File: src/rtl/gpio_fmux_pkg.sv
package gpio_fmux_pkg;
  typedef enum logic [3:0] {
    A_FEN    = 4'd0,
    A_DATA   = 4'd1,
    A_DSET   = 4'd2,
    A_DCLR   = 4'd3,
    A_DIR    = 4'd4,
    A_DIRSET = 4'd5,
    A_DIRCLR = 4'd6,
    A_INEN   = 4'd7,
    A_MUX    = 4'd8
  } reg_addr_e;
endpackage

File: src/rtl/gpio_fmux_regs.sv
module gpio_fmux_regs
  import gpio_fmux_pkg::*;
#(
  parameter int NPIN = 16,
  parameter int SELW = 2,
  parameter int RW   = 32,
  localparam int MW  = NPIN * SELW
) (
  input  logic            clk_i,
  input  logic            rst_ni,
  input  logic            req_i,
  input  logic            we_i,
  input  logic [3:0]      addr_i,
  input  logic [RW-1:0]   wdata_i,
  output logic [NPIN-1:0] fen_o,
  output logic [NPIN-1:0] data_o,
  output logic [NPIN-1:0] dir_o,
  output logic [NPIN-1:0] inen_o,
  output logic [MW-1:0]   mux_o
);
  logic [NPIN-1:0] fen_q, data_q, dir_q, inen_q;
  logic [MW-1:0]   mux_q;
  logic [NPIN-1:0] wlo;
  logic            wr;

  assign wlo = wdata_i[NPIN-1:0];
  assign wr  = req_i && we_i;

  always_ff @(posedge clk_i or negedge rst_ni) begin
    if (!rst_ni) begin
      fen_q  <= '0;
      data_q <= '0;
      dir_q  <= '0;
      inen_q <= '0;
      mux_q  <= '0;
    end else if (wr) begin
      case (addr_i)
        A_FEN:    fen_q  <= wlo;
        A_DATA:   data_q <= wlo;
        A_DSET:   data_q <= data_q | wlo;
        A_DCLR:   data_q <= data_q & ~wlo;
        A_DIR:    dir_q  <= wlo;
        A_DIRSET: dir_q  <= dir_q | wlo;
        A_DIRCLR: dir_q  <= dir_q & ~wlo;
        A_INEN:   inen_q <= wlo;
        A_MUX:    mux_q  <= wdata_i[MW-1:0];
        default:  ;
      endcase
    end
  end

  assign fen_o  = fen_q;
  assign data_o = data_q;
  assign dir_o  = dir_q;
  assign inen_o = inen_q;
  assign mux_o  = mux_q;


  data_set_keep_chk: assert property (@(posedge clk_i) disable iff (!rst_ni)
    (wr && addr_i == A_DSET) |=> (((data_q ^ $past(data_q)) & ~$past(wlo)) == '0)
                                 && ((data_q & $past(wlo)) == $past(wlo)));

  data_clr_keep_chk: assert property (@(posedge clk_i) disable iff (!rst_ni)
    (wr && addr_i == A_DCLR) |=> (((data_q ^ $past(data_q)) & ~$past(wlo)) == '0)
                                 && ((data_q & $past(wlo)) == '0));

  dir_set_keep_chk: assert property (@(posedge clk_i) disable iff (!rst_ni)
    (wr && addr_i == A_DIRSET) |=> (((dir_q ^ $past(dir_q)) & ~$past(wlo)) == '0));

  dir_clr_keep_chk: assert property (@(posedge clk_i) disable iff (!rst_ni)
    (wr && addr_i == A_DIRCLR) |=> (((dir_q ^ $past(dir_q)) & ~$past(wlo)) == '0));

  unmapped_wr_chk: assert property (@(posedge clk_i) disable iff (!rst_ni)
    (wr && addr_i > A_MUX) |=> ($stable(fen_q) && $stable(data_q) && $stable(dir_q)
                                && $stable(inen_q) && $stable(mux_q)));
endmodule

File: src/rtl/gpio_fmux_sync.sv
module gpio_fmux_sync #(
  parameter int NPIN = 16
) (
  input  logic            clk_i,
  input  logic            rst_ni,
  input  logic [NPIN-1:0] pad_in_i,
  input  logic [NPIN-1:0] inen_i,
  output logic [NPIN-1:0] sync_o
);
  logic [NPIN-1:0] s1_q, s2_q;

  // first stage only samples enabled pins
  always_ff @(posedge clk_i or negedge rst_ni) begin
    if (!rst_ni) begin
      s1_q <= '0;
      s2_q <= '0;
    end else begin
      s1_q <= pad_in_i & inen_i;
      s2_q <= s1_q;
    end
  end

  assign sync_o = s2_q;
endmodule

File: src/rtl/gpio_fmux_pinmux.sv
module gpio_fmux_pinmux #(
  parameter int NPIN  = 16,
  parameter int NFUNC = 4,
  localparam int SELW = $clog2(NFUNC),
  localparam int MW   = NPIN * SELW,
  localparam int PW   = NPIN * NFUNC
) (
  input  logic [NPIN-1:0] fen_i,
  input  logic [NPIN-1:0] data_i,
  input  logic [NPIN-1:0] dir_i,
  input  logic [MW-1:0]   mux_i,
  input  logic [PW-1:0]   per_out_i,
  input  logic [PW-1:0]   per_oe_i,
  output logic [NPIN-1:0] pad_out_o,
  output logic [NPIN-1:0] pad_oe_o
);
  for (genvar p = 0; p < NPIN; p++) begin : g_pin
    logic [SELW-1:0]  sel;
    logic [NFUNC-1:0] out_cand, oe_cand;
    assign sel = mux_i[p*SELW +: SELW];
    for (genvar f = 0; f < NFUNC; f++) begin : g_fn
      assign out_cand[f] = per_out_i[f*NPIN + p];
      assign oe_cand[f]  = per_oe_i[f*NPIN + p];
    end
    assign pad_out_o[p] = fen_i[p] ? out_cand[sel] : data_i[p];
    assign pad_oe_o[p]  = fen_i[p] ? oe_cand[sel]  : dir_i[p];
  end
endmodule

File: src/rtl/gpio_fmux_port.sv
module gpio_fmux_port
  import gpio_fmux_pkg::*;
#(
  parameter int NPIN  = 16,
  parameter int NFUNC = 4,
  parameter int RW    = 32,
  localparam int SELW = $clog2(NFUNC),
  localparam int MW   = NPIN * SELW,
  localparam int PW   = NPIN * NFUNC
) (
  input  logic            clk_i,
  input  logic            rst_ni,
  input  logic            req_i,
  input  logic            we_i,
  input  logic [3:0]      addr_i,
  input  logic [RW-1:0]   wdata_i,
  output logic [RW-1:0]   rdata_o,
  input  logic [NPIN-1:0] pad_in_i,
  output logic [NPIN-1:0] pad_out_o,
  output logic [NPIN-1:0] pad_oe_o,
  input  logic [PW-1:0]   per_out_i,
  input  logic [PW-1:0]   per_oe_i
);
  logic [NPIN-1:0] fen, data, dir, inen, sync;
  logic [MW-1:0]   mux;
  logic [NPIN-1:0] data_rd;
  logic [RW-1:0]   rd_c, rdata_q;
  logic            rd;

  gpio_fmux_regs #(.NPIN(NPIN), .SELW(SELW), .RW(RW)) u_regs (
    .clk_i, .rst_ni, .req_i, .we_i, .addr_i, .wdata_i,
    .fen_o(fen), .data_o(data), .dir_o(dir), .inen_o(inen), .mux_o(mux)
  );

  gpio_fmux_sync #(.NPIN(NPIN)) u_sync (
    .clk_i, .rst_ni, .pad_in_i, .inen_i(inen), .sync_o(sync)
  );

  gpio_fmux_pinmux #(.NPIN(NPIN), .NFUNC(NFUNC)) u_pinmux (
    .fen_i(fen), .data_i(data), .dir_i(dir), .mux_i(mux),
    .per_out_i, .per_oe_i, .pad_out_o, .pad_oe_o
  );

  // outputs read the register, enabled inputs the synchronizer, others 0
  assign data_rd = (data & dir) | (sync & inen & ~dir);
  assign rd      = req_i && !we_i;

  always_comb begin
    rd_c = '0;
    case (addr_i)
      A_FEN:                      rd_c[NPIN-1:0] = fen;
      A_DATA:                     rd_c[NPIN-1:0] = data_rd;
      A_DSET, A_DCLR:             rd_c[NPIN-1:0] = data;
      A_DIR, A_DIRSET, A_DIRCLR:  rd_c[NPIN-1:0] = dir;
      A_INEN:                     rd_c[NPIN-1:0] = inen;
      A_MUX:                      rd_c[MW-1:0]   = mux;
      default:                    ;
    endcase
  end

  always_ff @(posedge clk_i or negedge rst_ni) begin
    if (!rst_ni)  rdata_q <= '0;
    else if (rd)  rdata_q <= rd_c;
  end

  assign rdata_o = rdata_q;


  gpio_oe_follow_chk: assert property (@(posedge clk_i) disable iff (!rst_ni)
    ((pad_oe_o ^ dir) & ~fen) == '0);

  gpio_out_follow_chk: assert property (@(posedge clk_i) disable iff (!rst_ni)
    ((pad_out_o ^ data) & ~fen) == '0);

  unsampled_zero_chk: assert property (@(posedge clk_i) disable iff (!rst_ni)
    (rd && addr_i == A_DATA) |=> ((rdata_o[NPIN-1:0] & ~$past(dir) & ~$past(inen)) == '0));

  rdata_hold_chk: assert property (@(posedge clk_i) disable iff (!rst_ni)
    !rd |=> $stable(rdata_o));
endmodule

File: config.mk
export PLATFORM = sky130hd
export DESIGN_NAME = gpio_fmux_port
export DESIGN_NICKNAME = d
export VERILOG_FILES = /design/src/rtl/gpio_fmux_pkg.sv /design/src/rtl/gpio_fmux_regs.sv /design/src/rtl/gpio_fmux_sync.sv /design/src/rtl/gpio_fmux_pinmux.sv /design/src/rtl/gpio_fmux_port.sv
export SDC_FILE = /design/constraint.sdc
export NUM_CORES = 1
export LEC_CHECK = 0
export CORE_MARGIN = 2
export CORE_UTILIZATION = 37
export CTS_BUF_LIST = sky130_fd_sc_hd__clkbuf_8
export DETAILED_ROUTE_END_ITERATION = 10
export DONT_BUFFER_PORTS = 1
export GPL_ROUTABILITY_DRIVEN = 0
export PLACE_DENSITY_LB_ADDON = 0.1
export SYNTH_ARGS = -nofsm -noshare
export SYNTH_HDL_FRONTEND = slang
export SYNTH_HIERARCHICAL = 1
export SYNTH_SLANG_ARGS = --single-unit
File: constraint.sdc
create_clock -name clk_i -period 1.3 [get_ports clk_i]
set_input_delay 0.39 -clock clk_i [delete_from_list [all_inputs] [get_ports clk_i]]
set_output_delay 0.39 -clock clk_i [all_outputs]
set_load 0.005 [all_outputs]
==> results of run 1 <==
## cell families after synthesis
family	share of synthesized area [%]
buffers and inverters	6.226
flip-flops	46.99
multiplexers	16.53
AO/OA/AOI/OAI	15.86
AND/OR/NAND/NOR	14.29
XOR/XNOR	0.1028
## registers in the layout, indices dropped and copies added, names as in the netlist
signal         cells
rdata_o           32
u_regs/mux_o      32
u_regs/data_o     16
u_regs/dir_o      16
u_regs/fen_o      16
u_regs/inen_o     16
u_sync/s1_q       16
u_sync/sync_o     16
## layout make-up
| type | count | area [sq um] | share of cell area, % |
|---|---|---|---|
| inverters | 19 | 71.32 | 0.7037 |
| clock buffers | 20 | 275.3 | 2.716 |
| well taps | 285 | 356.6 | 3.519 |
| flip-flops and latches | 160 | 4041 | 39.88 |
| clock inverters | 12 | 133.9 | 1.321 |
| repair buffers | 78 | 760.7 | 7.506 |
| multi-input cells | 519 | 4496 | 44.36 |
## power groups by stage
stage / clock network, uW / logic, uW / registers (uW)
2_1_floorplan: 0 / 2310 / 6380
3_3_place_gp: 0 / 2440 / 6820
3_5_place_dp: 0 / 2510 / 6860
4_1_cts: 3940 / 2800 / 6780
5_1_grt: 4150 / 3220 / 6940
6_report: 3820 / 2990 / 6810
## stage by stage
stage	hold WS (ns)	std cells	total power, uW	area (sq um)	setup WS, ns
2_1_floorplan	0.09441	751	8689	8848	-0.2980
3_3_place_gp	0.1002	1042	9252	9301	-0.3227
3_5_place_dp	0.1011	1042	9371	9301	-0.3269
4_1_cts	-0.4068	1088	13520	9955	-0.4654
5_1_grt	-0.4238	1093	14310	10130	-0.5051
6_report	-0.3804	1093	13610	10130	-0.4442
## layer usage
metal | routed length (um) | share of wire [%] | GRT usage [%] | vias to the layer above
li1 | - | - | - | 2875
met1 | 11110 | 42 | 27.79 | 3238
met2 | 13110 | 50 | 35.76 | 283
met3 | 1806 | 6.8 | 5.750 | 24
met4 | 429 | 1.6 | 6.247 | 0
met5 | 0 | 0 | 0 | -
## worst paths after layout
| check | start | endpoint | slack, ns | depth (start not counted) |
|---|---|---|---|---|
| max | u_regs/mux_o[28]$_DFFE_PN0P_ | pad_out_o[14] | -0.44 | 2 |
| min | rst_ni | u_regs/mux_o[20]$_DFFE_PN0P_ | -0.38 | 0 |
| max reg2reg | u_regs/mux_o[10]$_DFFE_PN0P_ | rdata_o[10]$_DFFE_PN0P_ | -0.08 | 6 |
| min reg2reg | u_sync/s1_q[0]$_DFF_PN0_ | u_sync/sync_o[0]$_DFF_PN0_ | 0.35 | 0 |
| max in group asynchronous | rst_ni | u_regs/mux_o[0]$_DFFE_PN0P_ | 1.41 | 0 |
| min in group clk_i | wdata_i[9] | u_regs/dir_o[9]$_DFFE_PN0P_ | 0.05 | 2 |
## cells in the final DEF (no fill, tap or decap), types with 23 or more instances in the layout
cell	synthesis	routed
mux2i_1	65	46
nand2_1	66	66
dfrtp_2	0	30
buf_4	2	64
mux2_4	10	24
mux2_2	23	23
nand2b_1	49	44
a22o_1	30	30
dfrtp_1	160	130
## worst reg2reg max path, stage by stage, from the launching register on
cell      delay (ns)
dfrtp_2         0.48
buf_4           0.16
buf_4           0.12
mux2i_1         0.12
o21ai_1         0.09
a211oi_2        0.23
a21oi_1         0.08
## repair_timing
item                       in CTS  in global routing
buffers inserted               14                  5
pin swaps                      13                 16
cloned                          0                  0
hold endpoints to repair      160                160
gates resized for setup        43                 34
setup endpoints to repair      47                 58
==> metrics.txt, run 1 <==
# TYPE chip_impl_metric gauge
chip_impl_metric{name="worst_pin_slew",unit="ns"} 0.5419
chip_impl_metric{name="power.share.sequential",unit="%"} 50.0
chip_impl_metric{name="hold_viol",unit=""} 160
chip_impl_metric{name="via_count_of_the_first_global_routing_pass",unit=""} 6525
chip_impl_info{name="run_status",value="complete, but fails checks"} 1
chip_impl_metric{name="postRouteAntennaNets",unit=""} 0
chip_impl_metric{name="power-per-cell-area",unit="nW/um^2"} 1343
chip_impl_info{name="setup.worst_path.start_class",value="flip-flop"} 1
chip_impl_metric{name="maxCapViolations",unit=""} 0
chip_impl_metric{name="synth_seq_area_share",unit="%"} 46.99
chip_impl_metric{name="n_fill_cell",unit=""} 2094
chip_impl_metric{name="ios",unit=""} 248
chip_impl_metric{name="achievable-frequency",unit="MHz"} 573.3
chip_impl_metric{name="yosys_register_bits",unit=""} 160
chip_impl_metric{name="finalCriticalPeriod",unit="ns"} 1.744
chip_impl_info{name="post_synth_most_frequent_cells",value="160 x dfrtp_1, 66 x nand2_1, 65 x mux2i_1, 49 x nand2b_1, 32 x o221ai_1"} 1
chip_impl_info{name="cell_type_with_the_highest_aggregate_area_in_the_netlist",value="dfrtp_1"} 1
chip_impl_info{name="hold_path.class",value="in -> async"} 1
chip_impl_metric{name="yosys_warnings",unit=""} 6
chip_impl_metric{name="synthToLayoutAreaGrowth",unit="%"} 18.94
chip_impl_metric{name="max-vdd-ir-drop",unit="mV"} 0.6074
chip_impl_metric{name="antenna_diode_instance_count",unit=""} 0
chip_impl_metric{name="post_synthesis_cell_area",unit="sq um"} 8521
chip_impl_metric{name="core",unit="sq um"} 22640
chip_impl_metric{name="cp_data_required_time",unit="ns"} 0.91
chip_impl_metric{name="synth-edff-count",unit=""} 0
chip_impl_metric{name="viasPerCell",unit=""} 5.874
chip_impl_metric{name="grt_overflow",unit=""} 0
chip_impl_metric{name="comb_power_share",unit="%"} 21.9
chip_impl_metric{name="floorplan.initialDensity",unit="%"} 37.63
chip_impl_metric{name="asyncSetResetFlopFracSynth",unit="%"} 100.0
chip_impl_metric{name="detailroute.via_count",unit=""} 6420
chip_impl_metric{name="antenna_found_initial",unit=""} 0
chip_impl_info{name="critical_path.cell_chain",value="mux2i_2, o221ai_2"} 1
chip_impl_metric{name="worst_slack",unit="ns"} -0.4442
chip_impl_metric{name="site_rows",unit=""} 55
chip_impl_metric{name="synth_cell_types",unit=""} 47
chip_impl_metric{name="hpwl",unit="mm"} 18.42
chip_impl_metric{name="h_tree_levels",unit=""} 4
chip_impl_metric{name="report.final.slew_viol_count",unit=""} 0
chip_impl_info{name="setup.worst_path.end_class",value="primary output"} 1
chip_impl_info{name="grt_setup_unrepaired",value="true"} 1
chip_impl_info{name="post_synth_main_area_contributors",value="dfrtp_1 47%, mux2i_1 7.6%, mux2_1 4.1%, nand2b_1 3.6%, buf_6 3.6%"} 1
chip_impl_metric{name="tritoncts.num_buffers",unit=""} 17
chip_impl_metric{name="switching_share",unit="%"} 30.62
chip_impl_metric{name="max-clock-path-buffers",unit=""} 2
chip_impl_metric{name="layout.core_utilization",unit="%"} 44.76
chip_impl_metric{name="total_negative_setup_slack",unit="ns"} -12.32
chip_impl_metric{name="finalSetupViolations",unit=""} 33
chip_impl_metric{name="synth_cells",unit=""} 751
chip_impl_metric{name="grt_use_total",unit="%"} 21.56
chip_impl_metric{name="detailedRoute.firstPassIterationCount",unit=""} 6
chip_impl_info{name="postSynth.topFlopCell",value="dfrtp_1"} 1
chip_impl_metric{name="clock-sinks",unit=""} 160
chip_impl_metric{name="route.detailed.wl_per_inst",unit="um"} 24.20
chip_impl_metric{name="buffer_ports.inserted",unit=""} 0
chip_impl_info{name="library_cell_used_as_clock_root_buffer",value="clkbuf_8"} 1
chip_impl_metric{name="grt_start_max_net_pins",unit=""} 161
chip_impl_metric{name="die_area",unit="sq um"} 24260
chip_impl_metric{name="first_iter_violations",unit=""} 568
chip_impl_info{name="slowest_stage",value="dfrtp_2"} 1
chip_impl_metric{name="yosys.area.top_type_share",unit="%"} 46.99
chip_impl_metric{name="worst-path-buf-inv",unit=""} 0
chip_impl_metric{name="timing.final.crit_share",unit="%"} 134.2
chip_impl_metric{name="wl",unit="mm"} 26.45
chip_impl_metric{name="syn_nets",unit=""} 935
chip_impl_info{name="cts_tree",value="built"} 1
chip_impl_metric{name="clockPowerShare",unit="%"} 28.1
chip_impl_metric{name="cellLeakagePower",unit="uW"} 0.004289
chip_impl_metric{name="die_y",unit="um"} 155.8
chip_impl_metric{name="nNetsFinal",unit=""} 979
chip_impl_info{name="library_cell_with_the_highest_instance_count_after_synthesis",value="dfrtp_1"} 1
chip_impl_metric{name="p_int",unit="uW"} 9443
chip_impl_metric{name="crit_path_max_fanout",unit=""} 6
chip_impl_metric{name="dieWidth",unit="um"} 155.8
chip_impl_metric{name="cts.reportedPaths.clkPinSlew",unit="ns"} 0.09
chip_impl_metric{name="syn-mean-instance-area",unit="sq um"} 11.35
chip_impl_info{name="critical_path.top_delay_family",value="flip-flops"} 1
chip_impl_metric{name="clkLatencyLatePin",unit="ns"} 0.46
chip_impl_metric{name="fin_worst_hold_slack",unit="ns"} -0.3804
chip_impl_metric{name="cpPeakStageDelay",unit="ns"} 0.48
chip_impl_info{name="worstSetupPathType",value="reg -> out"} 1
chip_impl_metric{name="wire_length_of_the_first_global_routing_pass",unit="mm"} 39.37
chip_impl_metric{name="netSwitchingPower",unit="uW"} 4169
chip_impl_metric{name="worst_slew_margin",unit="%"} 63.87
chip_impl_metric{name="cp.arrival",unit="ns"} 1.35
chip_impl_metric{name="clock-skew-final",unit="ns"} 0.01247
chip_impl_info{name="failed_checks",value="hold timing, setup timing"} 1
chip_impl_metric{name="detail_route.drc_violations",unit=""} 0
chip_impl_metric{name="layout-drive-gt1-share",unit="%"} 35.89
(Power assumes the default switching activity.)
==> run 2: changes to the inputs <==
--- a/config.mk
+++ b/config.mk
@@ -5,6 +5,8 @@
 export SDC_FILE = /design/constraint.sdc
 export NUM_CORES = 1
 export LEC_CHECK = 0
+export ABC_AREA = 1
+export CAP_MARGIN = 20
 export CORE_MARGIN = 2
 export CORE_UTILIZATION = 37
 export CTS_BUF_LIST = sky130_fd_sc_hd__clkbuf_8
==> metrics.txt, run 2 <==
# TYPE chip_impl_metric gauge
chip_impl_metric{name="max-clock-path-buffers",unit=""} 2
chip_impl_metric{name="tritoncts.num_buffers",unit=""} 17
chip_impl_metric{name="worst_pin_slew",unit="ns"} 0.5736
chip_impl_metric{name="antenna_diode_instance_count",unit=""} 0
chip_impl_metric{name="syn-mean-instance-area",unit="sq um"} 6.672
chip_impl_info{name="slowest_stage",value="dfrtp_2"} 1
chip_impl_metric{name="route.detailed.wl_per_inst",unit="um"} 16.77
chip_impl_info{name="hold_path.class",value="in -> async"} 1
chip_impl_metric{name="crit_path_max_fanout",unit=""} 5
chip_impl_metric{name="cp.arrival",unit="ns"} 1.36
chip_impl_metric{name="clock-skew-final",unit="ns"} 0.01421
chip_impl_metric{name="floorplan.initialDensity",unit="%"} 37.54
chip_impl_metric{name="yosys.area.top_type_share",unit="%"} 41.05
chip_impl_metric{name="synth_cells",unit=""} 1462
chip_impl_info{name="setup.worst_path.end_class",value="primary output"} 1
chip_impl_info{name="mostFrequentLayoutCells",value="557 x nand2_1, 257 x inv_1, 209 x nand3_1, 133 x dfrtp_1, 72 x nand2_2"} 1
chip_impl_metric{name="yosys_warnings",unit=""} 6
chip_impl_metric{name="die_y",unit="um"} 166.4
chip_impl_metric{name="worst_slack",unit="ns"} -0.4535
chip_impl_info{name="post_synth_main_area_contributors",value="dfrtp_1 41%, nand2_1 24%, nand3_1 12%, inv_1 10%, o21ai_2 3.4%"} 1
chip_impl_metric{name="site_rows",unit=""} 59
chip_impl_metric{name="viasPerCell",unit=""} 4.933
chip_impl_metric{name="dieWidth",unit="um"} 166.4
chip_impl_info{name="cpMostUsedCell",value="nand2_2"} 1
chip_impl_metric{name="h_tree_levels",unit=""} 4
chip_impl_metric{name="wire_length_of_the_first_global_routing_pass",unit="mm"} 48.38
chip_impl_metric{name="post_synthesis_cell_area",unit="sq um"} 9754
chip_impl_metric{name="synthToLayoutAreaGrowth",unit="%"} 17.07
chip_impl_metric{name="ios",unit=""} 248
chip_impl_metric{name="rr_worst_depth",unit=""} 8
chip_impl_metric{name="dpl_ws",unit="ns"} -0.06385
chip_impl_metric{name="power-per-cell-area",unit="nW/um^2"} 1245
chip_impl_metric{name="clockPowerShare",unit="%"} 26.7
chip_impl_info{name="library_cell_used_as_clock_root_buffer",value="clkbuf_8"} 1
chip_impl_metric{name="clock-sinks",unit=""} 160
chip_impl_metric{name="cp_data_required_time",unit="ns"} 0.91
chip_impl_metric{name="grt_use_total",unit="%"} 22.41
chip_impl_metric{name="synth_cell_types",unit=""} 27
chip_impl_metric{name="worst-path-buf-inv",unit=""} 1
chip_impl_metric{name="worst_slew_margin",unit="%"} 61.67
chip_impl_metric{name="switching_share",unit="%"} 36.81
chip_impl_info{name="run_status",value="complete, but fails checks"} 1
chip_impl_info{name="top_layer",value="met4"} 1
chip_impl_metric{name="dr_wl_met3",unit="mm"} 2.255
chip_impl_metric{name="buffer_ports.inserted",unit=""} 0
chip_impl_info{name="critical_path.top_delay_family",value="flip-flops"} 1
chip_impl_metric{name="fin_worst_hold_slack",unit="ns"} -0.3977
chip_impl_metric{name="detail_route.drc_violations",unit=""} 0
chip_impl_metric{name="finalCriticalPeriod",unit="ns"} 1.754
chip_impl_metric{name="detailroute.via_count",unit=""} 9200
chip_impl_info{name="library_cell_with_the_highest_instance_count_after_synthesis",value="nand2_1"} 1
chip_impl_info{name="worstReg2RegEnd",value="rdata_o[12]$_DFFE_PN0P_"} 1
chip_impl_metric{name="cts.reportedPaths.clkPinSlew",unit="ns"} 0.10
chip_impl_metric{name="core",unit="sq um"} 25980
chip_impl_metric{name="synth_seq_area_share",unit="%"} 41.05
chip_impl_metric{name="netSwitchingPower",unit="uW"} 5232
chip_impl_metric{name="detailed_route_wire_length_on_metal_1",unit="mm"} 13.97
chip_impl_metric{name="power.share.sequential",unit="%"} 48.6
chip_impl_metric{name="postRouteAntennaNets",unit=""} 0
chip_impl_metric{name="wl",unit="mm"} 31.28
chip_impl_metric{name="hold_viol",unit=""} 160
chip_impl_metric{name="total_negative_setup_slack",unit="ns"} -13.22
chip_impl_info{name="critical_path.cell_chain",value="inv_1, nand3_2, nand2_2, nand2_2, nand2_2"} 1
chip_impl_metric{name="timing.final.crit_share",unit="%"} 134.9
chip_impl_metric{name="syn_nets",unit=""} 1646
chip_impl_metric{name="yosys_register_bits",unit=""} 160
chip_impl_metric{name="max-vdd-ir-drop",unit="mV"} 0.6968
chip_impl_metric{name="finalSetupViolations",unit=""} 33
chip_impl_metric{name="maxCapViolations",unit=""} 0
chip_impl_metric{name="achievable-frequency",unit="MHz"} 570.3
chip_impl_info{name="grt_setup_unrepaired",value="true"} 1
chip_impl_metric{name="worstSetupPathDepth",unit=""} 5
chip_impl_info{name="setup.worst_path.start_class",value="flip-flop"} 1
chip_impl_metric{name="die_area",unit="sq um"} 27680
chip_impl_metric{name="detailedRoute.firstPassIterationCount",unit=""} 5
chip_impl_metric{name="asyncSetResetFlopFracSynth",unit="%"} 100.0
chip_impl_metric{name="p_int",unit="uW"} 8983
chip_impl_metric{name="antenna_found_initial",unit=""} 0
chip_impl_info{name="worstSetupPathType",value="reg -> out"} 1
chip_impl_metric{name="synth-edff-count",unit=""} 0
chip_impl_metric{name="post-layout-total-power",unit="uW"} 14220
chip_impl_info{name="final_common_cell",value="nand2_1"} 1
chip_impl_metric{name="layout-drive-gt1-share",unit="%"} 20.78
chip_impl_metric{name="cellLeakagePower",unit="uW"} 0.006617
chip_impl_metric{name="cts_hold_repair.buffers",unit=""} 10
chip_impl_info{name="cts_tree",value="built"} 1
chip_impl_metric{name="comb_power_share",unit="%"} 24.7
chip_impl_metric{name="via_count_of_the_first_global_routing_pass",unit=""} 8516
chip_impl_metric{name="worst-r2r-setup-slack",unit="ns"} 0.12
chip_impl_metric{name="nNetsFinal",unit=""} 1702
chip_impl_metric{name="cpPeakStageDelay",unit="ns"} 0.46
chip_impl_info{name="postSynth.topFlopCell",value="dfrtp_1"} 1
chip_impl_metric{name="grt_overflow",unit=""} 0
chip_impl_info{name="crit_path_start",value="u_regs/mux_o[19]$_DFFE_PN0P_"} 1
chip_impl_info{name="post_synth_most_frequent_cells",value="625 x nand2_1, 260 x inv_1, 240 x nand3_1, 160 x dfrtp_1, 38 x o21ai_2"} 1
chip_impl_metric{name="first_iter_violations",unit=""} 610
chip_impl_metric{name="met2_wirelength",unit="mm"} 14.70
chip_impl_info{name="worst_r2r_startpoint",value="u_regs/mux_o[12]$_DFFE_PN0P_"} 1
chip_impl_metric{name="layout.core_utilization",unit="%"} 43.95
chip_impl_metric{name="report.final.slew_viol_count",unit=""} 0
chip_impl_metric{name="clkLatencyLatePin",unit="ns"} 0.47
chip_impl_metric{name="grt_start_max_net_pins",unit=""} 161
chip_impl_info{name="setup.worst_path.end",value="pad_oe_o[9]"} 1
chip_impl_metric{name="hpwl",unit="mm"} 22.04
chip_impl_info{name="cell_type_with_the_highest_aggregate_area_in_the_netlist",value="dfrtp_1"} 1
chip_impl_info{name="failed_checks",value="hold timing, setup timing"} 1
run 2: cell types whose count changed after synthesis, sizes merged, moves of 31 or more:
| cell | change |
|---|---|
| mux2i | -65 |
| nand2 | +567 |
| o221ai | -32 |
| nand3 | +224 |
| a21oi | -31 |
| nand2b | -50 |
| a22o | -32 |
| mux2 | -64 |
| inv | +265 |
run 2: layer usage:
layer,up-vias,global-route usage (%)
met2,302,35.57
met1,4334,31.10
met5,-,0
li1,4537,-
met3,27,5.577
met4,0,4.760
run 2: stage by stage:
step	std cells	area [sq um]
5_1_grt	1865	11420
6_report	1865	11420
3_5_place_dp	1806	10420
3_3_place_gp	1806	10420
4_1_cts	1861	11090
2_1_floorplan	1462	9759
run 2: how the worst min path moves through the flow:
stage	start	end	cells after the start
after floorplan	rst_ni	rdata_o[0]$_DFFE_PN0P_	0
after global placement	rst_ni	rdata_o[16]$_DFFE_PN0P_	0
after detailed placement	rst_ni	rdata_o[18]$_DFFE_PN0P_	0
after CTS	rst_ni	rdata_o[18]$_DFFE_PN0P_	0
after global routing	rst_ni	rdata_o[18]$_DFFE_PN0P_	0
final	rst_ni	rdata_o[18]$_DFFE_PN0P_	0
run 2: cell type report:
| type | instances | area (sq um) |
|---|---|---|
| clock buffer | 17 | 234.0 |
| fill | 2724 | 14570 |
| multi-input combinational | 973 | 4695 |
| timing repair buffer | 82 | 790.8 |
| inverter | 284 | 1087 |
| tap | 335 | 419.2 |
| clock inverter | 14 | 156.4 |
| sequential | 160 | 4038 |
run 2: cells by family (layout without fill, tap and decap cells):
group	after synthesis	in the layout	share of synthesized area (%)
buffers and inverters	329	397	14.24
AND/OR/NAND/NOR	909	909	39.97
flip-flops	160	160	41.05
AO/OA/AOI/OAI	64	64	4.746
run 2: power by group through the flow:
stage / Sequential, uW / Clock [uW] / Combinational [uW]
after floorplan: 6530 / 0 / 2350
after global placement: 6990 / 0 / 2950
after detailed placement: 6990 / 0 / 2990
after CTS: 6890 / 3910 / 3240
after global routing: 7060 / 4150 / 4010
final: 6910 / 3800 / 3500
run 2: what timing repair did:
item,4_1_cts,5_1_grt
pin swaps,11,36
endpoints found under the setup margin,57,60
gates resized for setup,40,95
buffers inserted,14,4
endpoints found under the hold margin,170,160
